## config.mk

```make
export PLATFORM = sky130hd
export DESIGN_NAME = lcd_init_seq
export DESIGN_NICKNAME = d
export VERILOG_FILES = /design/src/rtl/lcd_init_pkg.sv /design/src/rtl/lcd_por_timer.sv /design/src/rtl/lcd_step_table.sv /design/src/rtl/lcd_seq_ctrl.sv /design/src/rtl/lcd_init_seq.sv
export SDC_FILE = /design/constraint.sdc
export NUM_CORES = 1
export LEC_CHECK = 0
export BUFFER_PORTS_ARGS = -buffer_cell sky130_fd_sc_hd__buf_2
export CAP_MARGIN = 20
export CORE_UTILIZATION = 40
export DETAILED_ROUTE_END_ITERATION = 12
export HOLD_SLACK_MARGIN = 0.08
export SYNTH_ARGS = -nofsm -noshare
export SYNTH_HDL_FRONTEND = slang
export SYNTH_HIERARCHICAL = 1
export SYNTH_SLANG_ARGS = --single-unit
```

## constraint.sdc

```tcl
create_clock -name clk_i -period 3.4 [get_ports clk_i]
set_clock_uncertainty 0.05 [all_clocks]
set_input_delay 0.51 -clock clk_i [delete_from_list [all_inputs] [get_ports clk_i]]
set_output_delay 0.51 -clock clk_i [all_outputs]
set_load 0.01 [all_outputs]
```

## src/rtl/lcd_init_pkg.sv

```systemverilog
package lcd_init_pkg;

  typedef struct packed {
    logic       nib;
    logic       rs;
    logic [7:0] data;
  } lcd_step_t;

  typedef enum logic [1:0] {
    ST_WAIT  = 2'd0,
    ST_ISSUE = 2'd1,
    ST_DONE  = 2'd2
  } seq_state_e;

  localparam logic [7:0] CMD_FS8         = 8'h38;
  localparam logic [7:0] CMD_FS4         = 8'h28;
  localparam logic [7:0] NIB_FS          = 8'h20;
  localparam logic [7:0] CMD_DISP_ON     = 8'h0E;
  localparam logic [7:0] CMD_ENTRY_INC   = 8'h06;
  localparam logic [7:0] CMD_ENTRY_SHIFT = 8'h07;
  localparam logic [7:0] CMD_LINE2       = 8'hC0;
  localparam logic [7:0] CMD_HOME        = 8'h02;

endpackage

```

## src/rtl/lcd_por_timer.sv

```systemverilog
module lcd_por_timer #(
  parameter int CYCLES = 20
) (
  input  logic clk_i,
  input  logic rst_ni,
  input  logic run_i,
  input  logic clr_i,
  output logic expire_o
);
  localparam int CW = (CYCLES < 2) ? 1 : $clog2(CYCLES + 1);
  localparam logic [CW-1:0] LAST = CW'(CYCLES - 1);

  logic [CW-1:0] cnt_q;

  always_ff @(posedge clk_i or negedge rst_ni) begin
    if (!rst_ni)              cnt_q <= '0;
    else if (clr_i || !run_i) cnt_q <= '0;
    else                      cnt_q <= cnt_q + 1'b1;
  end

  assign expire_o = run_i && !clr_i && (cnt_q == LAST);
endmodule

```

## src/rtl/lcd_step_table.sv

```systemverilog
module lcd_step_table
  import lcd_init_pkg::*;
#(
  parameter int                    MSG_LEN   = 6,
  parameter int                    SPLIT     = 3,
  parameter logic [8*MSG_LEN-1:0]  MSG       = '0,
  parameter bit                    TAIL_EN   = 1'b1,
  parameter logic [7:0]            TAIL_CHAR = 8'h2A,
  parameter int                    IW        = 4
) (
  input  logic [IW-1:0] idx_i,
  input  logic          mode4_i,
  output lcd_step_t     step_o,
  output logic          last_o
);
  localparam int TAIL_N   = TAIL_EN ? 3 : 0;
  localparam int BODY_N   = 4 + MSG_LEN + TAIL_N;
  localparam int LINE2_AT = 3 + SPLIT;
  localparam int TAIL_BEG = 4 + MSG_LEN;

  int        rel;
  lcd_step_t tail_step;

  always_comb rel = int'(idx_i) - (mode4_i ? 1 : 0);

  generate
    if (TAIL_EN) begin : g_tail
      always_comb begin
        case (rel - TAIL_BEG)
          0:       tail_step = '{nib: 1'b0, rs: 1'b0, data: CMD_ENTRY_SHIFT};
          1:       tail_step = '{nib: 1'b0, rs: 1'b1, data: TAIL_CHAR};
          default: tail_step = '{nib: 1'b0, rs: 1'b0, data: CMD_HOME};
        endcase
      end
    end else begin : g_no_tail
      assign tail_step = '0;
    end
  endgenerate

  always_comb begin
    step_o = '0;
    if (mode4_i && idx_i == '0) begin
      step_o = '{nib: 1'b1, rs: 1'b0, data: NIB_FS};
    end else if (rel == 0) begin
      step_o.data = mode4_i ? CMD_FS4 : CMD_FS8;
    end else if (rel == 1) begin
      step_o.data = CMD_DISP_ON;
    end else if (rel == 2) begin
      step_o.data = CMD_ENTRY_INC;
    end else if (rel < LINE2_AT) begin
      step_o.rs   = 1'b1;
      step_o.data = MSG[8*(rel-3) +: 8];
    end else if (rel == LINE2_AT) begin
      step_o.data = CMD_LINE2;
    end else if (rel < TAIL_BEG) begin
      step_o.rs   = 1'b1;
      step_o.data = MSG[8*(rel-4) +: 8];
    end else begin
      step_o = tail_step;
    end
  end

  assign last_o = (rel == BODY_N - 1);
endmodule

```

## src/rtl/lcd_seq_ctrl.sv

```systemverilog
module lcd_seq_ctrl
  import lcd_init_pkg::*;
#(
  parameter int IW = 4
) (
  input  logic          clk_i,
  input  logic          rst_ni,
  input  logic          start_i,
  input  logic          mode4_i,
  input  logic          ack_i,
  input  logic          expire_i,
  input  logic          last_i,
  output logic          wait_o,
  output logic          req_o,
  output logic          done_o,
  output logic          err_o,
  output logic          mode_o,
  output logic [IW-1:0] idx_o
);
  seq_state_e    state_q;
  logic [IW-1:0] idx_q;
  logic          mode_q;
  logic          err_q;

  always_ff @(posedge clk_i or negedge rst_ni) begin
    if (!rst_ni) begin
      state_q <= ST_WAIT;
      idx_q   <= '0;
      mode_q  <= 1'b0;
      err_q   <= 1'b0;
    end else if (start_i) begin
      state_q <= ST_WAIT;
      idx_q   <= '0;
      err_q   <= 1'b0;
    end else begin
      if (ack_i && state_q != ST_ISSUE) err_q <= 1'b1;
      case (state_q)
        ST_WAIT: begin
          mode_q <= mode4_i;
          idx_q  <= '0;
          if (expire_i) state_q <= ST_ISSUE;
        end
        ST_ISSUE: begin
          if (ack_i) begin
            if (last_i) state_q <= ST_DONE;
            else        idx_q   <= idx_q + 1'b1;
          end
        end
        default: ;
      endcase
    end
  end

  assign wait_o = (state_q == ST_WAIT);
  assign req_o  = (state_q == ST_ISSUE);
  assign done_o = (state_q == ST_DONE);
  assign err_o  = err_q;
  assign mode_o = mode_q;
  assign idx_o  = idx_q;
endmodule

```

## src/rtl/lcd_init_seq.sv

```systemverilog
module lcd_init_seq
  import lcd_init_pkg::*;
#(
  parameter int                   POR_CYCLES = 20,
  parameter int                   MSG_LEN    = 6,
  parameter int                   SPLIT      = 3,
  parameter logic [8*MSG_LEN-1:0] MSG        = 48'h214F4C4C4548,
  parameter bit                   TAIL_EN    = 1'b1,
  parameter logic [7:0]           TAIL_CHAR  = 8'h2A
) (
  input  logic       clk_i,
  input  logic       rst_ni,
  input  logic       start_i,
  input  logic       mode4_i,
  input  logic       ack_i,
  output logic       req_o,
  output logic       rs_o,
  output logic       nibble_o,
  output logic [7:0] data_o,
  output logic       done_o,
  output logic       err_o
);
  localparam int N_MAX = 1 + 4 + MSG_LEN + 3;
  localparam int IW    = $clog2(N_MAX + 1);

  logic          wait_s, expire_s, last_s, mode_s, req_s;
  logic [IW-1:0] idx_s;
  lcd_step_t     step_s;

  lcd_por_timer #(.CYCLES(POR_CYCLES)) u_timer (
    .clk_i    (clk_i),
    .rst_ni   (rst_ni),
    .run_i    (wait_s),
    .clr_i    (start_i),
    .expire_o (expire_s)
  );

  lcd_seq_ctrl #(.IW(IW)) u_ctrl (
    .clk_i    (clk_i),
    .rst_ni   (rst_ni),
    .start_i  (start_i),
    .mode4_i  (mode4_i),
    .ack_i    (ack_i),
    .expire_i (expire_s),
    .last_i   (last_s),
    .wait_o   (wait_s),
    .req_o    (req_s),
    .done_o   (done_o),
    .err_o    (err_o),
    .mode_o   (mode_s),
    .idx_o    (idx_s)
  );

  lcd_step_table #(
    .MSG_LEN   (MSG_LEN),
    .SPLIT     (SPLIT),
    .MSG       (MSG),
    .TAIL_EN   (TAIL_EN),
    .TAIL_CHAR (TAIL_CHAR),
    .IW        (IW)
  ) u_table (
    .idx_i   (idx_s),
    .mode4_i (mode_s),
    .step_o  (step_s),
    .last_o  (last_s)
  );

  assign req_o    = req_s;
  assign rs_o     = req_s & step_s.rs;
  assign nibble_o = req_s & step_s.nib;
  assign data_o   = req_s ? step_s.data : 8'h00;
endmodule

```

==> flow_summary.toml <==
[synthesis]
synth_seq_cells = 13
synth_area_mm2 = 0.00146
synth_top_cell_by_area = "dfrtp_1"
synth_area_leaders = "dfrtp_1, ha_1, and2_1"
synth-simple-area-share_pct = 32.9
synth_cell_types = 53
synth_top_family_by_area = "simple AND/OR/NAND/NOR gates"
yosysTopAreaCellShare_pct = 22.3
synth_edf_count = 0
synth_compound_area_share_pct = 22.9
synthXorXnorAreaFrac_pct = 2.91
ys_warn_count = 8
postSynthAreaPerCell_um2 = 7.65
ys_async_sr_fraction_pct = 100
synth_top_flop_cell = "dfrtp_1"
synthMuxAreaShare_pct = 2.91
syn-num-nets = 207
yosys.area_share.adder_pct = 9.42
yosysSeqAreaShare_pct = 22.3
netlist_instances = 191

[global_routing]
use_met3_pct = 3.10
grt_overflow = 0
grt_pass1_wl_um = 6890
grt_use_total_pct = 21.7
grt_start_max_net_pins = 20
grt_busiest_layer = "met2"
antenna_found_initial = 0
use_met1_pct = 28.3
grtUsageMet2_pct = 36.4
grt_pass1_vias = 1495

[route]
drtIter0Drc = 92
routed_via_density = 5.69
drc = 0
dr.pass1.iters = 4
ant_nets = 0
finalWirelength_um = 4200
dr_total_vias = 1571
wire_per_inst_um = 15.2

[critical_path]
r2r_start = "u_ctrl/idx_o[0]"
cp-start-kind = "flop"
startpoint = "u_ctrl/idx_o[0]"
rr_worst_depth = 11
crit_required_ns = 2.84
endpoint = "data_o[3]"
reg2reg_slack_ns = 0.43
crit_type = "reg2out"
path_max_fanout = 5
cp.arrival_ns = 2.86
endpoint_kind = "output pin"
reg2reg_to = "u_ctrl/idx_o[0]"

[layout]
area_growth_pct = 34.2
n_fill_cell = 312
n_antenna_cell = 0
finalNetCount = 247
drive_above_1_share_pct = 34.8

[die]
core_mm2 = 0.00342
die_h_um = 62.4
io_pins = 18
rows = 21
initial_core_util_pct = 42.8
dieArea_mm2 = 0.00390
die_w_um = 62.4

[cts]
numCtsBuffers = 3
ctsRootBufferMaster = "clkbuf_4"
clk_latency_ns = 0.29
clockBufferDepth = 2
cts_tree = "yes"
cts.sinks = 13
clk_pin_slew_worst_paths_ns = 0.09
htreeDepth = 1

[sta]
maxSlewHeadroom_pct = 59.6
tightest_slew_ns = 0.604
final_hold_viol_count = 0
drv_slew = 0
layout_setup_ws_ns = -0.0177
rsz0062_at_grt = "yes"
setup_viol = 1
hold_slack_ns = 0.416
fin_crit_sh_pct = 101
max_freq_ghz = 0.293
period_needed_ns = 3.42

[pwr]
switching_share_pct = 39.3
peakVddDrop_mv = 0.224
p_int_mw = 0.321
power_switching_mw = 0.208
leakage_nw = 0.869
total_power_mw = 0.529
sequentialPowerShare_pct = 30.9
pwr-share-clk_pct = 19.4
p_comb_share_pct = 49.8
power.density_mw_per_mm2 = 270

[place]
hpwl_um = 2970
gp_congestion = 0.901
io_buffer_count = 17

[min_path]
worstHoldPathType = "in2reg"

[run_status]
failed_checks = "setup timing"
status = "finished, violations left"

[run]
drv_cap = 0
synthesized netlist by cell type, types with 3 or more instances:
cell,count
nor2_1,17
a21oi_1,14
nand2_1,14
and2_1,13
dfrtp_1,13
inv_1,12
ha_1,11
o21ai_0,10
a31oi_1,7
nand3_1,6
buf_2,4
nand2b_1,4
nand3b_1,4
nor3_1,4
nor4_1,4
clkbuf_1,3
nor2b_1,3
nor3b_1,3
or3b_1,3
xnor2_1,3
area by class of cell:
cell class / count / area (um2) / area share, %
flip-flops and latches: 13 / 325 / 16.6
multi-input cells: 155 / 1190 / 60.8
well taps: 46 / 57.6 / 2.93
inverters: 13 / 52.6 / 2.68
clock buffers: 3 / 22.5 / 1.15
repair buffers: 45 / 305 / 15.6
clock inverters: 1 / 5.00 / 0.255
sequential cells by signal (all words and copies together) (netlist names):
register,count
u_timer/cnt_q,5
u_ctrl/idx_o,4
u_ctrl/state_q,2
u_ctrl/err_o,1
u_ctrl/mode_o,1
metrics by stage:
step | instance area, um2 | worst slack (ns) | TNS, ns | std cells | util, %
2_1_floorplan | 1480 | 0.0545 | 0 | 191 | -
3_3_place_gp | 1700 | 0.0896 | 0 | 261 | 49.7
3_5_place_dp | 1700 | 0.0259 | 0 | 261 | 49.7
4_1_cts | 1840 | -0.0357 | -0.0578 | 272 | 53.7
5_1_grt | 1960 | -0.173 | -0.943 | 276 | 57.4
6_report | 1960 | -0.0177 | -0.0177 | 276 | 57.4
power groups by stage:
stage                     Clock, mW  Combinational (mW)  Sequential, mW
after floorplan                   0               0.134           0.166
after global placement            0               0.194           0.165
after detailed placement          0               0.197           0.166
after CTS                     0.106               0.226           0.163
after global routing          0.112               0.285           0.164
final                         0.102               0.263           0.163
cell families (layout without fill, tap and decap cells):
group           count (synthesis)  in the layout
compound gates                 52             52
xor+xnor                        4              4
fa+ha+maj                      11             11
buf+inv                        23             62
flops                          13             13
mux                             4              4
simple gates                   84             84
routing by layer:
layer  vias up  wire, um
li1        759         -
met1       746      1830
met2        55      2110
met3        11       183
met4         0        77
met5         -         0
critical path, cell delays in order, from the launching register on:
cell      delay, ns
dfrtp_1        0.40
inv_2          0.07
ha_4           0.13
nor3b_4        0.23
xor2_2         0.26
inv_2          0.09
ha_4           0.18
buf_6          0.12
nor3b_2        0.14
o21a_1         0.16
o211ai_1       0.23
a21o_1         0.18
a31oi_1        0.08
and2_1         0.15
buf_2          0.13
how the worst min path moves through the flow:
stage	start	to	slack [ns]	cells after the start
after floorplan	rst_ni	u_ctrl/err_o	0.16	0
final	mode4_i	u_ctrl/mode_o	0.42	2
after CTS	mode4_i	u_ctrl/mode_o	0.41	2
after detailed placement	rst_ni	u_ctrl/idx_o[1]	0.36	1
after global placement	rst_ni	u_ctrl/idx_o[1]	0.36	1
after global routing	mode4_i	u_ctrl/mode_o	0.41	2
what timing repair did:
| item | in CTS | in global routing |
|---|---|---|
| resized for setup | 19 | 16 |
| pin swaps | 9 | 9 |
| setup buffers | 6 | 4 |
| endpoints found under the setup margin | 8 | 8 |
| endpoints found under the hold margin | 13 | 0 |
| hold buffers | 1 | 0 |
cell usage in the layout (no fill, tap or decap), drive strengths merged, types with 3 or more instances in the layout:
cell,n
buf,44
nor2,17
nand2,14
and2,14
a21oi,14
dfrtp,13
inv,12
o21ai,12
ha,11
a31oi,7
nand3,6
nand2b,5
nor4,5
nor3b,5
nand3b,4
nor3,4
clkbuf,3
nor2b,3
or3b,3
xnor2,3
a2111oi,3
Note: power is estimated with default switching activity, not from simulation.
